===== src/rtl/bpool_pkg.sv =====
package bpool_pkg;
  localparam int CNT_W = 16;
  typedef enum logic [1:0] {
    REG_MAX  = 2'd0,
    REG_ON   = 2'd1,
    REG_OFF  = 2'd2,
    REG_CTRL = 2'd3
  } pool_reg_e;
endpackage


===== src/rtl/bpool_map.sv =====
module bpool_map #(
  parameter int NPORT = 4,
  parameter int NPRIO = 8,
  parameter int NPOOL = 8,
  localparam int PTW = $clog2(NPORT),
  localparam int QW  = $clog2(NPRIO),
  localparam int PW  = $clog2(NPOOL),
  localparam int PPP = NPOOL / NPORT,
  localparam int PG  = NPRIO / PPP
) (
  input  logic           clk,
  input  logic           rst_n,
  input  logic           we,
  input  logic [PTW-1:0] wr_port,
  input  logic           wr_hi,
  input  logic [31:0]    wdata,
  input  logic [PTW-1:0] lk_port,
  input  logic [QW-1:0]  lk_prio,
  output logic [PW-1:0]  lk_pool,
  input  logic [PTW-1:0] rd_port,
  input  logic           rd_hi,
  output logic [31:0]    rd_data
);
  logic [7:0] map_q [NPORT][NPRIO];

  always_ff @(posedge clk) begin
    if (!rst_n) begin
      for (int p = 0; p < NPORT; p++)
        for (int i = 0; i < NPRIO; i++)
          map_q[p][i] <= 8'(p * PPP + i / PG);
    end else if (we) begin
      for (int i = 0; i < NPRIO; i++)
        if ((i / 4) == int'(wr_hi))
          map_q[wr_port][i] <= wdata[8*(i%4) +: 8];
    end
  end

  assign lk_pool = map_q[lk_port][lk_prio][PW-1:0];

  always_comb begin
    for (int b = 0; b < 4; b++)
      rd_data[8*b +: 8] = map_q[rd_port][QW'(4 * int'(rd_hi) + b)];
  end
endmodule


===== src/rtl/bpool_pool.sv =====
module bpool_pool
  import bpool_pkg::*;
#(
  parameter int NPORT   = 4,
  parameter int CW      = CNT_W,
  parameter int DEF_MAX = 1024
) (
  input  logic             clk,
  input  logic             rst_n,
  input  logic             add_en,
  input  logic [CW-1:0]    add_units,
  input  logic             sub_en,
  input  logic [CW-1:0]    sub_units,
  input  logic             cfg_we,
  input  pool_reg_e        cfg_reg,
  input  logic [CW-1:0]    cfg_val,
  input  logic             cfg_en,
  input  logic [NPORT-1:0] cfg_mask,
  output logic             fits_o,
  output logic [CW-1:0]    occ_o,
  output logic             uflow_o,
  output logic             pause_o,
  output logic [CW-1:0]    max_o,
  output logic [CW-1:0]    on_o,
  output logic [CW-1:0]    off_o,
  output logic             en_o,
  output logic [NPORT-1:0] mask_o
);
  logic [CW:0]   sum;
  logic [CW-1:0] nxt;
  logic          under;
  logic          evt;

  assign fits_o = ({1'b0, occ_o} + {1'b0, add_units}) <= {1'b0, max_o};
  assign evt    = add_en | sub_en;

  always_comb begin
    sum   = {1'b0, occ_o} + (add_en ? {1'b0, add_units} : '0);
    under = sub_en && ({1'b0, sub_units} > sum);
    if (under)       nxt = '0;
    else if (sub_en) nxt = CW'(sum - {1'b0, sub_units});
    else             nxt = CW'(sum);
  end

  always_ff @(posedge clk) begin
    if (!rst_n) begin
      occ_o   <= '0;
      uflow_o <= 1'b0;
      pause_o <= 1'b0;
    end else begin
      if (evt) occ_o <= nxt;
      if (under) uflow_o <= 1'b1;
      if (!en_o) pause_o <= 1'b0;
      else if (evt) begin
        if (nxt >= on_o)       pause_o <= 1'b1;
        else if (nxt <= off_o) pause_o <= 1'b0;
      end
    end
  end

  always_ff @(posedge clk) begin
    if (!rst_n) begin
      max_o  <= CW'(DEF_MAX);
      on_o   <= '0;
      off_o  <= '0;
      en_o   <= 1'b0;
      mask_o <= '0;
    end else if (cfg_we) begin
      unique case (cfg_reg)
        REG_MAX: max_o <= cfg_val;
        REG_ON:  on_o  <= cfg_val;
        REG_OFF: off_o <= cfg_val;
        REG_CTRL: begin
          en_o <= cfg_en;
          if (cfg_en) mask_o <= cfg_mask;
          else begin
            mask_o <= '0;
            on_o   <= '0;
            off_o  <= '0;
          end
        end
      endcase
    end
  end
endmodule


===== src/rtl/bpool_pause_or.sv =====
module bpool_pause_or #(
  parameter int NPORT = 4,
  parameter int NPOOL = 8
) (
  input  logic [NPOOL-1:0]            pool_pause,
  input  logic [NPOOL-1:0][NPORT-1:0] pool_mask,
  output logic [NPORT-1:0]            port_pause
);
  for (genvar p = 0; p < NPORT; p++) begin : g_port
    always_comb begin
      port_pause[p] = 1'b0;
      for (int k = 0; k < NPOOL; k++)
        port_pause[p] = port_pause[p] | (pool_pause[k] & pool_mask[k][p]);
    end
  end
endmodule


===== src/rtl/bpool_fc_mgr.sv =====
module bpool_fc_mgr
  import bpool_pkg::*;
#(
  parameter int NPORT   = 4,
  parameter int NPRIO   = 8,
  parameter int NPOOL   = 8,
  parameter int CW      = CNT_W,
  parameter int DEF_MAX = 1024,
  localparam int PTW = $clog2(NPORT),
  localparam int QW  = $clog2(NPRIO),
  localparam int PW  = $clog2(NPOOL)
) (
  input  logic             clk,
  input  logic             rst_n,
  input  logic             enq_valid,
  output logic             enq_ready,
  input  logic [PTW-1:0]   enq_port,
  input  logic [QW-1:0]    enq_prio,
  input  logic [CW-1:0]    enq_units,
  output logic             res_valid,
  output logic             res_accept,
  output logic [PW-1:0]    res_pool,
  input  logic             free_valid,
  input  logic [PW-1:0]    free_pool,
  input  logic [CW-1:0]    free_units,
  input  logic             cfg_we,
  input  logic [7:0]       cfg_waddr,
  input  logic [31:0]      cfg_wdata,
  input  logic [7:0]       cfg_raddr,
  output logic [31:0]      cfg_rdata,
  output logic [NPORT-1:0] pause_o
);
  logic [PW-1:0]                pool_sel;
  logic                         accept;
  logic                         map_we, pool_we;
  logic [31:0]                  map_rd;
  logic [NPOOL-1:0]             fits_w, uflow_w, pause_w, en_w;
  logic [NPOOL-1:0]             add_en, sub_en;
  logic [NPOOL-1:0][CW-1:0]     occ_w, max_w, on_w, off_w;
  logic [NPOOL-1:0][NPORT-1:0]  mask_w;
  logic [PW-1:0]                rpool, opool;

  assign enq_ready = 1'b1;
  assign map_we  = cfg_we && (cfg_waddr[7:4] == 4'h1) && !cfg_waddr[3];
  assign pool_we = cfg_we && (cfg_waddr[7:5] == 3'b001);

  bpool_map #(.NPORT(NPORT), .NPRIO(NPRIO), .NPOOL(NPOOL)) u_map (
    .clk(clk), .rst_n(rst_n),
    .we(map_we), .wr_port(cfg_waddr[PTW:1]), .wr_hi(cfg_waddr[0]), .wdata(cfg_wdata),
    .lk_port(enq_port), .lk_prio(enq_prio), .lk_pool(pool_sel),
    .rd_port(cfg_raddr[PTW:1]), .rd_hi(cfg_raddr[0]), .rd_data(map_rd)
  );

  assign accept = enq_valid && fits_w[pool_sel];

  for (genvar k = 0; k < NPOOL; k++) begin : g_pool
    assign add_en[k] = accept && (pool_sel == PW'(k));
    assign sub_en[k] = free_valid && (free_pool == PW'(k));
    bpool_pool #(.NPORT(NPORT), .CW(CW), .DEF_MAX(DEF_MAX)) u_pool (
      .clk(clk), .rst_n(rst_n),
      .add_en(add_en[k]), .add_units(enq_units),
      .sub_en(sub_en[k]), .sub_units(free_units),
      .cfg_we(pool_we && (cfg_waddr[PW+1:2] == PW'(k))),
      .cfg_reg(pool_reg_e'(cfg_waddr[1:0])),
      .cfg_val(cfg_wdata[CW-1:0]), .cfg_en(cfg_wdata[0]),
      .cfg_mask(cfg_wdata[8 +: NPORT]),
      .fits_o(fits_w[k]), .occ_o(occ_w[k]), .uflow_o(uflow_w[k]), .pause_o(pause_w[k]),
      .max_o(max_w[k]), .on_o(on_w[k]), .off_o(off_w[k]), .en_o(en_w[k]), .mask_o(mask_w[k])
    );
  end

  bpool_pause_or #(.NPORT(NPORT), .NPOOL(NPOOL)) u_or (
    .pool_pause(pause_w), .pool_mask(mask_w), .port_pause(pause_o)
  );

  always_ff @(posedge clk) begin
    if (!rst_n) begin
      res_valid  <= 1'b0;
      res_accept <= 1'b0;
      res_pool   <= '0;
    end else begin
      res_valid  <= enq_valid;
      res_accept <= accept;
      res_pool   <= pool_sel;
    end
  end

  assign rpool = cfg_raddr[PW+1:2];
  assign opool = cfg_raddr[PW-1:0];

  always_comb begin
    cfg_rdata = '0;
    if (cfg_raddr == 8'h00) begin
      cfg_rdata = 32'(NPOOL);
    end else if (cfg_raddr[7:4] == 4'h1 && !cfg_raddr[3]) begin
      cfg_rdata = map_rd;
    end else if (cfg_raddr[7:5] == 3'b001) begin
      unique case (cfg_raddr[1:0])
        2'd0: cfg_rdata = 32'(max_w[rpool]);
        2'd1: cfg_rdata = 32'(on_w[rpool]);
        2'd2: cfg_rdata = 32'(off_w[rpool]);
        2'd3: cfg_rdata = (32'(mask_w[rpool]) << 8) | 32'(en_w[rpool]);
      endcase
    end else if (cfg_raddr[7:4] == 4'h4 && !cfg_raddr[3]) begin
      cfg_rdata = (32'(uflow_w[opool]) << 16) | 32'(occ_w[opool]);
    end
  end
endmodule


===== config.mk =====
export PLATFORM = sky130hd
export DESIGN_NAME = bpool_fc_mgr
export DESIGN_NICKNAME = d
export VERILOG_FILES = /design/src/rtl/bpool_pkg.sv /design/src/rtl/bpool_map.sv /design/src/rtl/bpool_pool.sv /design/src/rtl/bpool_pause_or.sv /design/src/rtl/bpool_fc_mgr.sv
export SDC_FILE = /design/constraint.sdc
export NUM_CORES = 2
export LEC_CHECK = 0
export BUFFER_PORTS_ARGS = -buffer_cell sky130_fd_sc_hd__buf_2
export CORE_AREA = 3 3 420 422
export CTS_BUF_LIST = sky130_fd_sc_hd__clkbuf_8
export CTS_CLUSTER_DIAMETER = 100
export DETAILED_ROUTE_END_ITERATION = 16
export DIE_AREA = 0 0 423 425
export MAX_ROUTING_LAYER = met4
export SLEW_MARGIN = 20
export SYNTH_ARGS = -nofsm -noshare
export SYNTH_HDL_FRONTEND = slang
export SYNTH_SLANG_ARGS = --single-unit

===== constraint.sdc =====
create_clock -name clk -period 22.4 [get_ports clk]
set_input_delay 2.24 -clock clk [delete_from_list [all_inputs] [get_ports clk]]
set_output_delay 2.24 -clock clk [all_outputs]
set_load 0.01 [all_outputs]

==> impl_results.md <==
- Area grow syn2layout: 10.5%
- Clock root buffer: clkbuf_8
- Largest area contributor in the netlist: dfxtp_1
- Async set-reset flop share out of synthesis: 0
- Post-layout total power: around 4000 uW
- Hold_sp: g_pool[5].u_pool.max_o[9]
- Max clock buf depth: 3
- Crit-path max cell delay: about 0.8 ns
- Synthesized instance count: 8172
- Pleak: between 0.03 and 0.04 uW
- Synth Warn #: 0
- Post-synth EDFFs: 256
- FF-to-FF setup slack: ~11 ns
- Compound-cell area share of the yosys netlist: 0.174
- Leading cell type in the layout, fill and taps excluded: nor2_1
- DRC viols: 0
- Max Clk Rate: 74.2 MHz
- Max-cap check violation count: 0
- Hold Path Sink: g_pool[5].u_pool.max_o[9]
- Via count: around 66000
- Row count: 153
- Worst-path maximum fanout: 16
- Total global-route track usage: 0.358
- Count of unique library cells instantiated by Yosys: 99
- Post-route antenna net violation count: 0
- I/O pins: approximately 140
- Hold Vio Cnt, Final: 0
- Worst skew pair latency: just over 1 ns
- Clock slew seen by the registers of the worst setup and hold paths: roughly 0.06 ns
- Critical path arrival: around 14 ns
- Setup crit end kind: flip-flop
- Die height: between 400 and 500 um
- 1st-pass router iterations: 6
- Htree depth: 4
- Multiplexer area fraction after synthesis: 0.0967
- Min Tclk post-route: between 10 and 15 ns
- Post-Syn Area per Cell: roughly 8.4 um^2
- Cell Area, Placed: just over 70000 um^2
- R2r startpoint: g_pool[5].u_pool.occ_o[1]
- Die W: 423 um
- XOR/XNOR share of the synthesized area: 0.0348
- Simple-gate share of the synthesized area: 0.192
- Ys flop type: dfxtp_1
- Top cells by area, synth: dfxtp_1 17%, ha_1 16%, edfxtp_1 11%
- Clock Sinks: 829
- Combinational family with the most area after synthesis: simple AND/OR/NAND/NOR gates
- Hold Path Class: flip-flop to flip-flop
- Worst Hold Depth: 2
- Routability cong.: approximately 1.1
- Hold_buf cts: 0
- DR iter-0 viols: roughly 8400
- Gr ovfl total: 0
- WS Path Type: input pin to flip-flop
- WP data required: around 23 ns
- Part of the cycle the worst path needs: 0.602
- Status: completed
- VDD IR max: around 0.000065 V
- Vias in the first global route: between 60000 and 70000
- DR WL/cell: roughly 30 um
- CTS buffer count: 156
- Rel. slew slack: 0.141
- Hpwl dp: about 240000 um
- RSZ-0062 raised after global routing: no
- Initial core utilization: 0.398
- Skew final: 0.102 ns
- Die area: between 150000 and 200000 um^2
- Post-CTS sizing: 0
- # setup viols final: 0
- Initial antenna violation count: 36
- Slowest CP cell: a22oi_1
- Setup repair bufs after CTS: 0
- Synth Area in Adders: 0.168
- CTS tree: yes
- Most frequent cells in the layout: 940 x nor2_1, 888 x ha_1, 878 x a21oi_1
- PortBufs: roughly 130
- WL final: around 320000 um
- Final instance area: ~76000 um^2
- Nets: just over 9000
- CP Launch Type: input pin
- Final Util: 0.439
- Layout cells sized above 1: 0.104
- FF-to-FF End: g_pool[5].u_pool.pause_o
- Most frequent CP cell: ha_1
- Post-synthesis sequential area ratio: 0.278
- PwrDens: 51.6 nW/um^2
- Largest net degree at the start of global routing: roughly 150
- Post-DR vias/cell: between 6 and 7
- Mapped Nets: a little over 9000
- Total core area: around 170000 um^2
- Yosys top cell area share: 0.166
- Slew @ Worst Pin: around 1.3 ns
- Cell Area, Synth: roughly 69000 um^2
- Final slew viol count: 0
- Worst Reg-to-Reg Cells: 42
- Setup TNS: 0 ns
- First-pass GRT wire length: approximately 450000 um
- Synthesized flop and latch total: between 800 and 900
[cells by family (layout without fill, tap and decap cells)]
family / count (synthesis) / in the layout
buffers and inverters: 1003 / 1241
AND/OR/NAND/NOR: 2815 / 2815
XOR/XNOR: 274 / 274
adder cells (fa/ha/maj): 912 / 912
multiplexers: 389 / 389
AO/OA/AOI/OAI: 1949 / 1949
flip-flops: 829 / 829
other: 1 / 37
[where the power goes]
group / internal (uW) / switching [uW] / total (uW)
Combinational: 244 / 489 / 733
Clock: 830 / 772 / 1600
Sequential: 1570 / 17.1 / 1590
[state kept, by name, summed over array words and instances (netlist names), 3 cells and up]
signal	count
g_pool.u_pool.pause_o	8
u_map.map_q	256
g_pool.u_pool.off_o	128
g_pool.u_pool.occ_o	128
g_pool.u_pool.max_o	128
res_pool	3
g_pool.u_pool.uflow_o	8
g_pool.u_pool.mask_o	32
g_pool.u_pool.en_o	8
g_pool.u_pool.on_o	128
[cell usage after synthesis, types with 82 or more instances]
cell / count
nor2_1: 949
ha_1: 888
a21oi_1: 882
nand2_1: 720
inv_1: 621
dfxtp_1: 573
and2_1: 360
clkbuf_1: 308
o21ai_0: 280
edfxtp_1: 256
mux4_2: 215
xnor2_1: 196
mux2i_1: 165
nand3_1: 148
a21o_1: 134
nor3_1: 127
o21a_1: 106
nor2b_1: 99
a211oi_1: 96
nand4_1: 93
or3_1: 86
nand2b_1: 82
[through the flow]
stage                     worst slack [ns]  hold WS (ns)  std cells
after floorplan                      11.36         0.422       8172
after global placement                8.55         0.444      10451
after detailed placement              8.41         0.450      10452
after CTS                             9.36         0.457      10735
after global routing                  8.31         0.478      10749
final                                 8.91         0.455      10771
[cell type report]
type | instances | area, um^2
tap | 2325 | 2910
inverter | 622 | 2340
sequential | 829 | 19200
clock buffer | 178 | 2450
antenna | 36 | 90.1
clock inverter | 105 | 872
fill | 17298 | 97300
multi-input combinational | 6340 | 46100
timing repair buffer | 336 | 2230
[layer usage]
metal,GRT usage,routed length [um]
met3,0.0815,33000
met1,0.443,127000
met2,0.519,137000
met4,0.246,25900
met5,-,0
[worst max path at each step]
stage | to | start
floorplan | g_pool[5].u_pool.pause_o | enq_units[1]
global placement | g_pool[7].u_pool.pause_o | enq_units[1]
detailed placement | g_pool[3].u_pool.pause_o | enq_units[1]
CTS | g_pool[3].u_pool.pause_o | enq_units[1]
global route | g_pool[3].u_pool.pause_o | enq_units[1]
finish | g_pool[3].u_pool.pause_o | enq_units[1]
[worst max-delay path, delay by kind of cell]
| kind | cells | cell delay (ns) |
|---|---|---|
| compound gates | 21 | 5.56 |
| buf+inv | 7 | 1.70 |
| xor+xnor | 2 | 0.39 |
| fa+ha+maj | 6 | 2.25 |
| simple gates | 13 | 2.09 |
Note: power is estimated with default switching activity, not from simulation.
